`src/rtl/fpls_pkg.sv`:
```
`timescale 1ns/1ps
package fpls_pkg;

    localparam int WORD_W       = 32;
    localparam int GPR_W        = 4;
    localparam int VREG_W       = 5;
    localparam int IMM_W        = 8;
    localparam int REG_SPACE    = 32;   // registers addressable per precision
    localparam int DP_MAX_COUNT = 16;   // longest legal double list
    localparam int LOW_BANK     = 16;   // double registers without the upper bank
    localparam int PC_INDEX     = 15;
    localparam int SPAN_W       = IMM_W + 1;

    localparam logic [2:0] COP_LDST_GRP = 3'b110;
    localparam logic [2:0] FP_COP_GRP   = 3'b101;

    typedef enum logic [1:0] {
        K_MOV64  = 2'd0,
        K_SINGLE = 2'd1,
        K_MULTI  = 2'd2,
        K_UNDEF  = 2'd3
    } fpls_kind_e;

    typedef struct packed {
        logic p;
        logic u;
        logic w;
    } fpls_puw_t;

    typedef struct packed {
        logic              l;
        logic [GPR_W-1:0]  rn;
        logic [3:0]        vd;
        logic              d;
        logic              dbl;
        logic [IMM_W-1:0]  imm;
    } fpls_xfer_t;

    typedef struct packed {
        logic [GPR_W-1:0]  base;
        logic [VREG_W-1:0] first;
        logic [IMM_W-1:0]  count;
        logic              load;
        logic              wback;
        logic              dbl;
        logic              decr;
    } fpls_multi_t;

    function automatic fpls_puw_t get_puw(input logic [WORD_W-1:0] w);
        fpls_puw_t r;
        r.p = w[24];
        r.u = w[23];
        r.w = w[21];
        return r;
    endfunction

    function automatic fpls_xfer_t get_xfer(input logic [WORD_W-1:0] w);
        fpls_xfer_t r;
        r.l   = w[20];
        r.rn  = w[19:16];
        r.vd  = w[15:12];
        r.d   = w[22];
        r.dbl = w[8];
        r.imm = w[7:0];
        return r;
    endfunction

    // Register number: the extra bit is the low bit for singles, the high bit for doubles.
    function automatic logic [VREG_W-1:0] vreg_num(input logic dbl,
                                                   input logic [3:0] vd,
                                                   input logic d);
        return dbl ? {d, vd} : {vd, d};
    endfunction

    function automatic logic [IMM_W-1:0] list_len(input logic dbl,
                                                  input logic [IMM_W-1:0] imm);
        return dbl ? (imm >> 1) : imm;
    endfunction

endpackage

```
`src/rtl/fpls_space.sv`:
```
`timescale 1ns/1ps
module fpls_space
    import fpls_pkg::*;
(
    input  logic [2:0] cop_grp_i,
    input  logic [2:0] fp_grp_i,
    output logic       mine_o
);
    always_comb begin
        mine_o = (cop_grp_i == COP_LDST_GRP) && (fp_grp_i == FP_COP_GRP);
    end
endmodule

```
`src/rtl/fpls_classify.sv`:
```
`timescale 1ns/1ps
module fpls_classify
    import fpls_pkg::*;
(
    input  fpls_puw_t  puw_i,
    output fpls_kind_e kind_o
);
    always_comb begin
        unique case ({puw_i.p, puw_i.u, puw_i.w})
            3'b000:  kind_o = K_MOV64;
            3'b001:  kind_o = K_UNDEF;
            3'b010,
            3'b011:  kind_o = K_MULTI;
            3'b100,
            3'b110:  kind_o = K_SINGLE;
            3'b101:  kind_o = K_MULTI;
            default: kind_o = K_UNDEF;   // P=1 U=1 W=1
        endcase
    end
endmodule

```
`src/rtl/fpls_fields.sv`:
```
`timescale 1ns/1ps
module fpls_fields
    import fpls_pkg::*;
(
    input  fpls_xfer_t  xfer_i,
    input  logic        pre_i,
    input  logic        wb_i,
    output fpls_multi_t multi_o
);
    always_comb begin
        multi_o.base  = xfer_i.rn;
        multi_o.first = vreg_num(xfer_i.dbl, xfer_i.vd, xfer_i.d);
        multi_o.count = list_len(xfer_i.dbl, xfer_i.imm);
        multi_o.load  = xfer_i.l;
        multi_o.wback = wb_i;
        multi_o.dbl   = xfer_i.dbl;
        multi_o.decr  = pre_i;
    end
endmodule

```
`src/rtl/fpls_legal.sv`:
```
`timescale 1ns/1ps
module fpls_legal
    import fpls_pkg::*;
#(
    parameter int SPACE     = REG_SPACE,
    parameter int DP_LIMIT  = DP_MAX_COUNT,
    parameter int BANK_LOW  = LOW_BANK,
    parameter int PC_REG    = PC_INDEX
) (
    input  fpls_multi_t multi_i,
    input  logic        has_d32_i,
    output logic        bad_o
);
    logic [SPAN_W-1:0] span_end;
    logic              empty_list;
    logic              past_space;
    logic              dp_too_long;
    logic              pc_wb;
    logic              upper_bank;

    always_comb begin
        span_end    = SPAN_W'(multi_i.first) + SPAN_W'(multi_i.count);
        empty_list  = (multi_i.count == '0);
        past_space  = (span_end > SPAN_W'(SPACE));
        dp_too_long = multi_i.dbl && (multi_i.count > IMM_W'(DP_LIMIT));
        pc_wb       = multi_i.wback && (multi_i.base == GPR_W'(PC_REG));
        upper_bank  = multi_i.dbl && !has_d32_i && (span_end > SPAN_W'(BANK_LOW));
        bad_o       = empty_list | past_space | dp_too_long | pc_wb | upper_bank;
    end
endmodule

```
`src/rtl/fpls_decode.sv`:
```
`timescale 1ns/1ps
module fpls_decode
    import fpls_pkg::*;
(
    input  logic [31:0] insn_i,
    input  logic        has_d32_i,
    output logic        mine_o,
    output logic [1:0]  kind_o,
    output logic        undef_o,
    output logic [3:0]  base_o,
    output logic [4:0]  first_o,
    output logic [7:0]  count_o,
    output logic        load_o,
    output logic        wback_o,
    output logic        dbl_o,
    output logic        decr_o
);
    fpls_puw_t   puw;
    fpls_xfer_t  xfer;
    fpls_kind_e  kind;
    fpls_multi_t multi;
    logic        list_bad;
    logic        unused_cond;

    assign puw         = get_puw(insn_i);
    assign xfer        = get_xfer(insn_i);
    assign unused_cond = ^insn_i[31:28];

    fpls_space u_space (
        .cop_grp_i (insn_i[27:25]),
        .fp_grp_i  (insn_i[11:9]),
        .mine_o    (mine_o)
    );

    fpls_classify u_class (
        .puw_i  (puw),
        .kind_o (kind)
    );

    fpls_fields u_fields (
        .xfer_i  (xfer),
        .pre_i   (puw.p),
        .wb_i    (puw.w),
        .multi_o (multi)
    );

    fpls_legal u_legal (
        .multi_i   (multi),
        .has_d32_i (has_d32_i),
        .bad_o     (list_bad)
    );

    always_comb begin
        kind_o  = kind;
        undef_o = (kind == K_UNDEF) || ((kind == K_MULTI) && list_bad);
        base_o  = multi.base;
        first_o = multi.first;
        count_o = multi.count;
        load_o  = multi.load;
        wback_o = multi.wback;
        dbl_o   = multi.dbl;
        decr_o  = multi.decr;
    end
endmodule

```
`config.mk`:
```
export PLATFORM = sky130hd
export DESIGN_NAME = fpls_decode
export DESIGN_NICKNAME = d
export VERILOG_FILES = /design/src/rtl/fpls_pkg.sv /design/src/rtl/fpls_space.sv /design/src/rtl/fpls_classify.sv /design/src/rtl/fpls_fields.sv /design/src/rtl/fpls_legal.sv /design/src/rtl/fpls_decode.sv
export SDC_FILE = /design/constraint.sdc
export NUM_CORES = 1
export LEC_CHECK = 0
export CORE_MARGIN = 5
export CORE_UTILIZATION = 34
export DETAILED_ROUTE_END_ITERATION = 6
export PLACE_DENSITY = 0.94
export SLEW_MARGIN = 30
export SYNTH_ARGS = -nofsm -noshare
export SYNTH_HDL_FRONTEND = slang
export SYNTH_SLANG_ARGS = --single-unit
```
`constraint.sdc`:
```
create_clock -name vclk -period 6.3
set_clock_uncertainty 0.2 [all_clocks]
set_input_delay 1.26 -clock vclk [all_inputs]
set_output_delay 1.26 -clock vclk [all_outputs]
set_load 0.005 [all_outputs]
```
==> results.sh <==
export IMPL_hold_path_cell_count=0
export IMPL_power_switching_uw=43.4
export IMPL_num_clock_buffers=0
export IMPL_max_vdd_ir_drop_v=0.0000370
export IMPL_fmaxAchievable_mhz=166
export IMPL_design_final_nets=171
export IMPL_critical_path_n_buffers_inverters=4
export IMPL_n_sequential_cell=0
export IMPL_syn_cell_area_um2=669
export IMPL_setup_viol_count_final=0
export IMPL_yosysWarningCount=0
export IMPL_detail_route_first_pass_iterations=1
export IMPL_worst_pin_slew_ns=0.379
export IMPL_routed_wire_length_per_instance_um=13.8
export IMPL_yosysTopAreaCellShare=0.168
export IMPL_buffer_ports_inserted=52
export IMPL_critical_path_top_cell_by_count="sky130_fd_sc_hd__a211oi_1"
export IMPL_antenna_violating_nets_post_route=0
export IMPL_post_route_cells_drive_above_1_share=0.146
export IMPL_grt_pass1_vias=789
export IMPL_synth_area_top_cells="sky130_fd_sc_hd__mux2_2, sky130_fd_sc_hd__ha_1, sky130_fd_sc_hd__buf_4, sky130_fd_sc_hd__a211oi_1, sky130_fd_sc_hd__xnor2_1"
export IMPL_cap_violations=0
export IMPL_mostFrequentLayoutCell="sky130_fd_sc_hd__clkdlybuf4s50_1"
export IMPL_number_of_setup_buffers_added_after_cts=0
export IMPL_rows=16
export IMPL_period_share=0.956
export IMPL_diodes=0
export IMPL_register_share_of_total_power=0
export IMPL_power_leakage_nw=0.428
export IMPL_drt_initial_drc_count=0
export IMPL_power_per_cell_area_nw_per_um2=91.1
export IMPL_critPathLaunchType="primary input"
export IMPL_global_route_usage_total=0.152
export IMPL_gr_total_overflow=0
export IMPL_synth_top_cell_by_area="sky130_fd_sc_hd__mux2_2"
export IMPL_drc_errors=0
export IMPL_ff_latch_area_um2=0
export IMPL_finalMaxSlewViolations=0
export IMPL_end_kind="output port"
export IMPL_cts_hold_buf=0
export IMPL_worst_path_largest_cell_delay_ns=0.56
export IMPL_power_clock_fraction=0
export IMPL_route_vias_total=804
export IMPL_layoutNonFillerInstCount=157
export IMPL_syn_instance_count=86
export IMPL_fillCellCount=167
export IMPL_number_of_antenna_violations_at_the_first_check_in_global_routing=0
export IMPL_final_cell_mix="sky130_fd_sc_hd__clkdlybuf4s50_1, sky130_fd_sc_hd__mux2_2, sky130_fd_sc_hd__nor3_1"
export IMPL_run_status="finished clean"
export IMPL_synth_fp_nets=125
export IMPL_critical_path_required_ns=4.84
export IMPL_hpwlAfterDp_um=1960
export IMPL_placedCellCount=157
export IMPL_start_util=0.348
export IMPL_timing_critical_path_fanout_max=7
export IMPL_slowest_stage="sky130_fd_sc_hd__clkdlybuf4s50_1"
export IMPL_synth_yosys_seq_area_share=0
export IMPL_power_share_switching=0.414
export IMPL_grt_start_max_net_pins=12
export IMPL_final_hold_violation_count=0
export IMPL_grt_first_pass_wirelength_um=3460
export IMPL_design_portCount=58
export IMPL_fp_coreArea_um2=1920
export IMPL_hp_class="in -> out"
export IMPL_die_area_um2=2960
export IMPL_timing_critical_path_cells="clkdlybuf4s50_1 > buf_4 > mux2_2 > fa_1 > a211oi_1 > buf_4 > o21bai_1 > a211oi_1 > nor3_1 > a211oi_1 > a41oi_1 > clkdlybuf4s50_1"
export IMPL_syn2layout_area_growth_pct=72.0
export IMPL_timing_slew_headroom=0.741
export IMPL_timing_setup_tns_ns=0
export IMPL_critical_path_top_delay_family="buffers and inverters"
export IMPL_crit_arrival_ns=4.56
export IMPL_die_y_um=54.4
export IMPL_finalWirelength_um=2160
export IMPL_synth_cell_types=37
export IMPL_die_w_um=54.4
export IMPL_cp_depth=12
export IMPL_power_uw=105
export IMPL_rsz0062_at_grt="no"
export IMPL_postCtsResizedCells=0
export IMPL_period_minus_slack_ns=6.02
export IMPL_synth_area_per_cell_um2=7.78
export IMPL_finalWeightedCongestion=0.816
export IMPL_p_int_uw=61.5
export IMPL_power_share_combinational=1.000
export IMPL_routed_via_density=5.12
export IMPL_timing_setup_critical_path_class="in -> out"
-- kinds of logic after synthesis --
logic type,share of synthesized area
adders and majority gates,0.123
muxes,0.168
buffers and inverters,0.159
xor gates and xnor gates,0.0654
and+or+nand+nor,0.200
AOI/OAI and AO/OA,0.284
-- stage by stage --
stage               setup slack, ns  hold slack (ns)  utilization  area, um^2
floorplan                     0.987             2.35            -         669
global placement              0.262             2.32        0.599        1150
detailed placement            0.267             2.32        0.599        1150
CTS                           0.260             2.32        0.599        1150
global route                 0.0320             2.32        0.599        1150
finish                        0.278             2.32        0.599        1150
-- layer usage --
layer  wire [um]  vias up  track usage
met5           0        -            0
li1            -      408            -
met1         809      361        0.166
met2        1120       31        0.295
met4          44        0       0.0456
met3         186        4       0.0218
-- worst paths after layout --
path	slack [ns]	end	startpoint
setup / recovery	0.28	undef_o	insn_i[8]
hold / removal	2.32	load_o	insn_i[20]
-- cell type report --
cell class,instances,area [um^2],share of cell area
Timing Repair Buffer,55,543,0.472
Inverter,3,11.3,0.00978
Multi-Input combinational cell,72,563,0.489
Tap cell,27,33.8,0.0293
-- cell usage after synthesis, types with 2 or more instances --
| cell type | count |
|---|---|
| sky130_fd_sc_hd__nor3_1 | 6 |
| sky130_fd_sc_hd__xnor2_1 | 4 |
| sky130_fd_sc_hd__o21ai_0 | 4 |
| sky130_fd_sc_hd__nand2b_1 | 2 |
| sky130_fd_sc_hd__buf_4 | 8 |
| sky130_fd_sc_hd__o21ai_1 | 2 |
| sky130_fd_sc_hd__mux2_2 | 10 |
| sky130_fd_sc_hd__nor2_1 | 5 |
| sky130_fd_sc_hd__nand2_1 | 4 |
| sky130_fd_sc_hd__o21bai_1 | 2 |
| sky130_fd_sc_hd__ha_1 | 5 |
| sky130_fd_sc_hd__a211oi_1 | 5 |
| sky130_fd_sc_hd__inv_1 | 3 |
| sky130_fd_sc_hd__a21oi_1 | 3 |
-- power groups by stage --
stage / registers [mW] / logic, mW / clock network, mW
floorplan: 0 / 0.0583 / 0
global placement: 0 / 0.102 / 0
detailed placement: 0 / 0.105 / 0
CTS: 0 / 0.106 / 0
global route: 0 / 0.116 / 0
finish: 0 / 0.105 / 0
No activity file was read; power rests on OpenSTA's default activity.
